--- src/rtl/int_alu_pkg.sv ---
package int_alu_pkg;
    localparam int OP_W = 5;

    typedef enum logic [OP_W-1:0] {
        OP_ADD  = 5'd0,
        OP_ADDU = 5'd1,
        OP_SUB  = 5'd2,
        OP_SUBU = 5'd3,
        OP_AND  = 5'd4,
        OP_OR   = 5'd5,
        OP_XOR  = 5'd6,
        OP_NOR  = 5'd7,
        OP_SLT  = 5'd8,
        OP_SLTU = 5'd9,
        OP_SLL  = 5'd10,
        OP_SRL  = 5'd11,
        OP_SRA  = 5'd12,
        OP_SLLV = 5'd13,
        OP_SRLV = 5'd14,
        OP_SRAV = 5'd15,
        OP_LUI  = 5'd16
    } alu_op_e;

    typedef enum logic [1:0] {
        SH_LEFT  = 2'd0,
        SH_RLOG  = 2'd1,
        SH_RARI  = 2'd2
    } shift_kind_e;
endpackage

--- src/rtl/alu_imm_ext.sv ---
module alu_imm_ext #(
    parameter int DATA_W = 32,
    parameter int IMM_W  = 16
) (
    input  logic [IMM_W-1:0]  imm_i,
    input  logic              use_imm_i,
    input  logic              zero_ext_i,
    input  logic [DATA_W-1:0] reg_i,
    output logic [DATA_W-1:0] opnd_o
);
    localparam int PAD_W = DATA_W - IMM_W;

    logic [PAD_W-1:0]  pad;
    logic [DATA_W-1:0] widened;

    // Zeros for bitwise forms, replicated sign bit for arithmetic forms.
    assign pad     = zero_ext_i ? '0 : {PAD_W{imm_i[IMM_W-1]}};
    assign widened = {pad, imm_i};
    assign opnd_o  = use_imm_i ? widened : reg_i;
endmodule

--- src/rtl/alu_addsub.sv ---
module alu_addsub #(
    parameter int DATA_W = 32
) (
    input  logic [DATA_W-1:0] a_i,
    input  logic [DATA_W-1:0] b_i,
    input  logic              sub_i,
    output logic [DATA_W-1:0] sum_o,
    output logic              ovf_o,
    output logic              lt_signed_o,
    output logic              lt_unsigned_o
);
    localparam int MSB = DATA_W - 1;

    logic [DATA_W-1:0] b_x;
    logic [DATA_W:0]   wide;

    // Subtraction as a + ~b + 1; carry out of 1 means no borrow.
    assign b_x   = sub_i ? ~b_i : b_i;
    assign wide  = {1'b0, a_i} + {1'b0, b_x} + {{DATA_W{1'b0}}, sub_i};
    assign sum_o = wide[DATA_W-1:0];

    assign ovf_o         = (a_i[MSB] == b_x[MSB]) && (sum_o[MSB] != a_i[MSB]);
    assign lt_signed_o   = sum_o[MSB] ^ ovf_o;
    assign lt_unsigned_o = ~wide[DATA_W];
endmodule

--- src/rtl/alu_shifter.sv ---
module alu_shifter
    import int_alu_pkg::*;
#(
    parameter int DATA_W = 32
) (
    input  logic [DATA_W-1:0]         val_i,
    input  logic [$clog2(DATA_W)-1:0] amt_i,
    input  shift_kind_e               kind_i,
    output logic [DATA_W-1:0]         out_o
);
    localparam int SH_W = $clog2(DATA_W);

    logic              fill;
    logic              left;
    logic [DATA_W-1:0] stg [SH_W+1];

    assign fill   = (kind_i == SH_RARI) ? val_i[DATA_W-1] : 1'b0;
    assign left   = (kind_i == SH_LEFT);
    assign stg[0] = val_i;

    // Logarithmic barrel: stage s moves the word by 2^s places.
    for (genvar s = 0; s < SH_W; s++) begin : g_stage
        localparam int D = 1 << s;
        assign stg[s+1] = !amt_i[s] ? stg[s] :
                          left      ? {stg[s][DATA_W-D-1:0], {D{1'b0}}} :
                                      {{D{fill}}, stg[s][DATA_W-1:D]};
    end

    assign out_o = stg[SH_W];
endmodule

--- src/rtl/int_alu.sv ---
module int_alu
    import int_alu_pkg::*;
#(
    parameter int DATA_W = 32,
    parameter int IMM_W  = 16
) (
    input  logic [4:0]                op_i,
    input  logic [DATA_W-1:0]         opnd_a_i,
    input  logic [DATA_W-1:0]         opnd_b_i,
    input  logic [$clog2(DATA_W)-1:0] shamt_i,
    input  logic [IMM_W-1:0]          imm_i,
    input  logic                      imm_sel_i,
    output logic [DATA_W-1:0]         result_o,
    output logic                      zero_o,
    output logic                      ovf_trap_o
);
    localparam int SH_W  = $clog2(DATA_W);
    localparam int LOW_W = DATA_W - IMM_W;

    alu_op_e           op;
    logic              bitwise_op;
    logic              sub_op;
    logic [DATA_W-1:0] b_eff;
    logic [DATA_W-1:0] sum;
    logic              ovf_raw;
    logic              lt_s;
    logic              lt_u;
    shift_kind_e       sh_kind;
    logic [SH_W-1:0]   sh_amt;
    logic [DATA_W-1:0] sh_out;

    assign op = alu_op_e'(op_i);

    always_comb begin
        bitwise_op = 1'b0;
        sub_op     = 1'b0;
        sh_kind    = SH_LEFT;
        sh_amt     = shamt_i;
        unique case (op)
            OP_AND, OP_OR, OP_XOR, OP_NOR:     bitwise_op = 1'b1;
            OP_SUB, OP_SUBU, OP_SLT, OP_SLTU:  sub_op = 1'b1;
            OP_SRL:  sh_kind = SH_RLOG;
            OP_SRA:  sh_kind = SH_RARI;
            OP_SLLV: sh_amt  = opnd_b_i[SH_W-1:0];
            OP_SRLV: begin sh_kind = SH_RLOG; sh_amt = opnd_b_i[SH_W-1:0]; end
            OP_SRAV: begin sh_kind = SH_RARI; sh_amt = opnd_b_i[SH_W-1:0]; end
            default: ;
        endcase
    end

    alu_imm_ext #(.DATA_W(DATA_W), .IMM_W(IMM_W)) u_ext (
        .imm_i      (imm_i),
        .use_imm_i  (imm_sel_i),
        .zero_ext_i (bitwise_op),
        .reg_i      (opnd_b_i),
        .opnd_o     (b_eff)
    );

    alu_addsub #(.DATA_W(DATA_W)) u_addsub (
        .a_i           (opnd_a_i),
        .b_i           (b_eff),
        .sub_i         (sub_op),
        .sum_o         (sum),
        .ovf_o         (ovf_raw),
        .lt_signed_o   (lt_s),
        .lt_unsigned_o (lt_u)
    );

    alu_shifter #(.DATA_W(DATA_W)) u_shift (
        .val_i  (opnd_a_i),
        .amt_i  (sh_amt),
        .kind_i (sh_kind),
        .out_o  (sh_out)
    );

    always_comb begin
        result_o   = '0;
        ovf_trap_o = 1'b0;
        unique case (op)
            OP_ADD, OP_SUB: begin
                result_o   = sum;
                ovf_trap_o = ovf_raw;
            end
            OP_ADDU, OP_SUBU: result_o = sum;
            OP_AND:  result_o = opnd_a_i & b_eff;
            OP_OR:   result_o = opnd_a_i | b_eff;
            OP_XOR:  result_o = opnd_a_i ^ b_eff;
            OP_NOR:  result_o = ~(opnd_a_i | b_eff);
            OP_SLT:  result_o = {{(DATA_W-1){1'b0}}, lt_s};
            OP_SLTU: result_o = {{(DATA_W-1){1'b0}}, lt_u};
            OP_SLL, OP_SRL, OP_SRA,
            OP_SLLV, OP_SRLV, OP_SRAV: result_o = sh_out;
            OP_LUI:  result_o = {imm_i, {LOW_W{1'b0}}};
            default: ;
        endcase
    end

    assign zero_o = (result_o == '0);
endmodule

--- config.mk ---
export PLATFORM = sky130hd
export DESIGN_NAME = int_alu
export DESIGN_NICKNAME = d
export VERILOG_FILES = /design/src/rtl/int_alu_pkg.sv /design/src/rtl/alu_imm_ext.sv /design/src/rtl/alu_addsub.sv /design/src/rtl/alu_shifter.sv /design/src/rtl/int_alu.sv
export SDC_FILE = /design/constraint.sdc
export NUM_CORES = 1
export LEC_CHECK = 0
export ABC_AREA = 1
export BUFFER_PORTS_ARGS = -buffer_cell sky130_fd_sc_hd__buf_2
export CORE_MARGIN = 1
export CORE_UTILIZATION = 40
export DETAILED_ROUTE_END_ITERATION = 8
export PLACE_DENSITY = 0.69
export SYNTH_ARGS = -nofsm -noshare
export SYNTH_HDL_FRONTEND = slang
export SYNTH_SLANG_ARGS = --single-unit
--- constraint.sdc ---
create_clock -name vclk -period 3.98
set_clock_uncertainty 0.1 [all_clocks]
set_input_delay 0.199 -clock vclk [all_inputs]
set_output_delay 0.199 -clock vclk [all_outputs]
set_load 0.1 [all_outputs]
==> run_results.csv, run 1 <==
group,metric,value,unit
finish,seq_cells,0,
grt,use_met2,60.6,%
finish,nFillCells,2098,
flow_run,max-cap-violations,0,
critical_path,critPathArrivalTime,3.77,ns
place,dpl.hpwl,34.0,mm
synthesis,synth_top_area_cell,"nand2_1",
synthesis,synthCells,1606,
floorplan,start_util,41.0,%
sta,post-route-min-period,4.07,ns
sta,drv_slew,0,
floorplan,dieArea,21400,sq um
route,drt_iter0_markers,1285,
place,postPlaceCellArea,11300,sq um
synthesis,syn_area,8330,sq um
power_and_ir_drop,p_leak,6.33,nW
route,final_antenna_net_count,0,
place,gp_congestion,1.01,
critical_path,start_kind,"input port",
finish,final_cell_mix,"nand2_1 (517), nand3_1 (246), buf_4 (232)",
sta,fin_setup_tns,-0.0905,ns
floorplan,pin_count,125,
power_and_ir_drop,clkPwrFrac,0,%
finish,final_common_cell,"nand2_1",
critical_path,worst-setup-path-type,"input port to primary output",
grt,grt_pass1_wl,62.6,mm
hold_path,holdCritPathClass,"input port to primary output",
grt,grt_max_degree,33,
sta,worstMarginPinSlew,1.18,ns
route,drc,0,
power_and_ir_drop,ir_drop,155,uV
finish,fin_nets,2091,
finish,clkbuf_count,0,
sta,rsz0062_at_grt,"true",
synthesis,syn-num-nets,1794,
place,pre_cts_ws,-0.479,ns
power_and_ir_drop,p_per_area,237,nW/um^2
route,wl,41.6,mm
synthesis,synth_top_cell_area_share,25.5,%
sta,fin_crit_sh,102,%
floorplan,coreArea,20300,sq um
status,violations,"negative setup slack",
grt,grt_remaining_overflow,0,
finish,drive_gt1_share,29.8,%
hold_path,min_path_cells,5,
finish,regArea,0,sq um
grt,use_met3,4.75,%
floorplan,core.rowCount,52,
finish,syn2layout_area_growth,45.7,%
floorplan,fp.dieW,146,um
finish,diodes,0,
sta,slew_headroom,21.2,%
grt,grt.total_usage,37.3,%
synthesis,synth-seq-area-share,0,%
grt,top_usage_layer,"met2",
synthesis,ys_types,50,
synthesis,avgSynthCellArea,5.19,sq um
route,wl_per_cell,19.2,um
finish,fin_cells,2171,
grt,grt_pass1_vias,11612,
power_and_ir_drop,swShare,61.4,%
power_and_ir_drop,p_int,1.11,mW
power_and_ir_drop,combPwrFrac,100.0,%
power_and_ir_drop,power_switching,1.76,mW
synthesis,synth_area_leaders,"nand2_1 (26%), nand3_1 (15%), ha_1 (14%), inv_1 (7.2%), o21ai_0 (5.6%)",
critical_path,cp.required,3.68,ns
grt,antenna_found_initial,0,
route,drt_pre_antenna_iters,5,
place,numPlacedInstances,2143,
status,status,"finished, violations left",
grt,met1_usage,48.7,%
sta,setup_violations,1,
sta,max_freq,246,MHz
critical_path,crit_path_end_kind,"primary output",
synthesis,ys_warn_count,0,
critical_path,critPathMaxFanout,6,
place,io_buffers,125,
sta,setup_slack,-0.0905,ns
floorplan,die_h,146,um
route,viasPerCell,5.78,
finish,fin_util,59.8,%
finish,fin_area,12100,sq um
power_and_ir_drop,seq_power_share,0,%
sta,finalHoldViolCount,0,
route,num_vias,12546,
[layer usage]
layer	up-vias	part of all wire (%)
met5	-	0
met4	0	5.8
met3	145	9.7
met2	716	44
met1	5753	41
li1	5932	-
[logic make-up (layout without fill, tap and decap cells)]
family / Yosys count / count (layout) / share of synthesized area, %
compound gates: 265 / 265 / 18.9
xor+xnor: 33 / 33 / 3.47
fa+ha+maj: 97 / 97 / 14.7
buf+inv: 239 / 534 / 12.0
simple gates: 972 / 972 / 50.9
[worst max-delay path, cell delays in order]
cell and delay (ns):
buf_4 0.15, buf_4 0.15, a41oi_4 0.31, buf_12 0.16, buf_4 0.12, o21ai_0 0.13, xor2_1 0.18, ha_1 0.32
buf_4 0.13, nand2_1 0.13, nor2_2 0.18, nand2_1 0.10, nor2_1 0.23, a2111oi_2 0.06, buf_4 0.15, buf_4 0.13
a21oi_2 0.13, o21ai_2 0.10, inv_1 0.10, nand3_1 0.08, nor2_1 0.12, nand3_2 0.10, nor2_4 0.14, buf_12 0.18
[power groups by stage]
stage	Clock [mW]	Combinational, mW	Sequential (mW)
floorplan	0	1.49	0
global route	0	3.06	0
detailed placement	0	2.53	0
finish	0	2.87	0
global placement	0	2.52	0
CTS	0	2.63	0
[area by class of cell]
class	instances	area, sq um	area share, %
Inverter	166	623	5.14
Multi-Input combinational cell	1367	8090	66.7
Tap cell	270	338	2.78
Timing Repair Buffer	368	3080	25.4
[through the flow]
step | power [mW] | hold WS, ns
floorplan | 1.49 | 0.610
global placement | 2.52 | 0.826
detailed placement | 2.53 | 0.819
CTS | 2.63 | 0.824
global route | 3.06 | 0.875
finish | 2.87 | 0.838
[cells in the mapped netlist (all sizes together) (3+ instances only)]
cell     count
a22oi        3
a21oi       71
or2          8
nand3      265
o21bai       6
o21ai      117
nand2      574
a221oi      10
xor2        32
o211ai       7
o2111ai      4
clkbuf      24
nor2        90
a22o         3
inv        165
o21a         8
a211oi      15
ha          96
nor3        11
nand4       21
buf         49
a21o         7
[repair_timing]
action	CTS	global route
endpoints found under the hold margin	0	0
endpoints found under the setup margin	8	9
buffers inserted	13	13
gates cloned	2	0
gates resized for setup	61	138
hold buffers	0	0
pin swaps	20	67
[path summary, 6_finish.rpt]
| path | startpoint | endpoint | slack, ns |
|---|---|---|---|
| max | imm_sel_i | zero_o | -0.09 |
| min | op_i[0] | ovf_trap_o | 0.84 |
Power figures use the tool's default switching activity.
==> inputs of run 2 (changes only) <==
--- a/config.mk
+++ b/config.mk
@@ -6,7 +6,7 @@
 export NUM_CORES = 1
 export LEC_CHECK = 0
 export ABC_AREA = 1
-export BUFFER_PORTS_ARGS = -buffer_cell sky130_fd_sc_hd__buf_2
+export BUFFER_PORTS_ARGS = -buffer_cell sky130_fd_sc_hd__buf_4
 export CORE_MARGIN = 1
 export CORE_UTILIZATION = 40
 export DETAILED_ROUTE_END_ITERATION = 8
==> run_results.csv, run 2 (synthesis gave the netlist of run 1 again) <==
group,metric,value,unit
route,wl_per_cell,20.3,um
critical_path,crit_path_end_kind,"primary output",
route,viasPerCell,5.75,
power_and_ir_drop,p_leak,6.97,nW
power_and_ir_drop,p_per_area,239,nW/um^2
finish,seq_cells,0,
finish,fin_cells,2287,
power_and_ir_drop,ir_drop,169,uV
clocking,hold_buffers,0,
finish,diodes,0,
critical_path,critical_path_depth,29,
critical_path,crit_path_frequent_cell,"nand2_4",
finish,final_cell_mix,"nand2_1 (511), buf_4 (449), nand3_1 (240)",
grt,grt_max_degree,29,
grt,grt_pass1_wl,68.4,mm
route,wl,46.4,mm
finish,nFillCells,1974,
critical_path,crit_start,"op_i[3]",
finish,multi_input_area,8340,sq um
grt,grt_pass1_vias,11780,
finish,drive_gt1_share,35.4,%
floorplan,coreArea,20300,sq um
sta,rsz0062_at_grt,"true",
grt,grt_remaining_overflow,0,
place,io_buffers,125,
sta,setup_violations,1,
route,final_antenna_net_count,0,
floorplan,start_util,41.0,%
floorplan,core.rowCount,52,
sta,setup_slack,-0.00600,ns
critical_path,cp.required,3.68,ns
sta,whs,0.852,ns
critical_path,slowest_delay,0.32,ns
route,drc,0,
finish,final_common_cell,"nand2_1",
critical_path,critPathArrivalTime,3.69,ns
place,dpl.hpwl,37.9,mm
critical_path,crit_buf_inv,8,
critical_path,critPathMaxFanout,6,
grt,grt.total_usage,41.5,%
finish,clkbuf_count,0,
route,num_vias,13151,
sta,slew_headroom,37.5,%
sta,drv_slew,0,
sta,finalHoldViolCount,0,
sta,fin_setup_tns,-0.00600,ns
place,gp_congestion,1.09,
sta,worstMarginPinSlew,0.933,ns
finish,fin_nets,2207,
critical_path,crit_end,"zero_o",
finish,syn2layout_area_growth,58.3,%
floorplan,fp.dieW,146,um
hold_path,holdCritPathClass,"input port to primary output",
place,numPlacedInstances,2237,
sta,post-route-min-period,3.99,ns
status,status,"finished, violations left",
floorplan,die_h,146,um
status,violations,"negative setup slack",
floorplan,dieArea,21400,sq um
critical_path,slowest_stage,"ha_1",
critical_path,start_kind,"input port",
floorplan,pin_count,125,
route,drt_iter0_markers,1451,
sta,max_freq,251,MHz
finish,regArea,0,sq um
grt,antenna_found_initial,0,
flow_run,max-cap-violations,0,
critical_path,worst-setup-path-type,"input port to primary output",
sta,fin_crit_sh,100,%
critical_path,cp_top_family,"simple AND/OR/NAND/NOR gates",
route,drt_pre_antenna_iters,7,
## run 2: routing by layer
| layer | global-route usage, % | share of wire [%] | vias up |
|---|---|---|---|
| met2 | 66.4 | 44 | 827 |
| met3 | 2.94 | 9.7 | 151 |
| met4 | 16.1 | 5.3 | 0 |
| met5 | 0 | 0 | - |
| met1 | 57.7 | 41 | 6007 |
| li1 | - | - | 6166 |
## run 2: worst min-delay path by stage
| stage | from | end | depth (start not counted) |
|---|---|---|---|
| finish | op_i[0] | ovf_trap_o | 5 |
| global route | op_i[0] | ovf_trap_o | 5 |
| CTS | op_i[0] | ovf_trap_o | 5 |
| detailed placement | op_i[0] | ovf_trap_o | 5 |
| global placement | op_i[0] | ovf_trap_o | 5 |
| floorplan | opnd_a_i[31] | ovf_trap_o | 3 |
## run 2: cell type report
| type | instances | share of cell area, % |
|---|---|---|
| timing repair buffer | 483 | 29.4 |
| inverter | 166 | 4.76 |
| multi-input combinational | 1368 | 63.3 |
| tap | 270 | 2.56 |
## run 2: per-stage QoR
stage               total power [mW]  cell area (sq um)  setup WS (ns)  utilization, %
CTS                             2.83              12400       0.000482            61.3
global placement                2.62              11800         -0.798            58.0
floorplan                       1.49               8490       0.000276               -
detailed placement              2.62              11800         -0.732            58.0
finish                          3.16              13200       -0.00600            65.0
global route                    3.34              13200         -0.143            65.0
## run 2: tightest hold or removal path: cells and delay by family
kind | cells | cell delay (ns)
AND/OR/NAND/NOR | 1 | 0.10
buffers and inverters | 3 | 0.40
AO/OA/AOI/OAI | 1 | 0.05
## run 2: power by group
part           internal, mW  switching (mW)
sequential                0               0
combinational          1.25            1.91
clock                     0               0
## run 2: repair_timing
item | 4_1_cts | 5_1_grt
resized for setup | 123 | 164
setup endpoints to repair | 9 | 10
pin swaps | 46 | 95
setup buffers | 29 | 19
cloned | 3 | 1
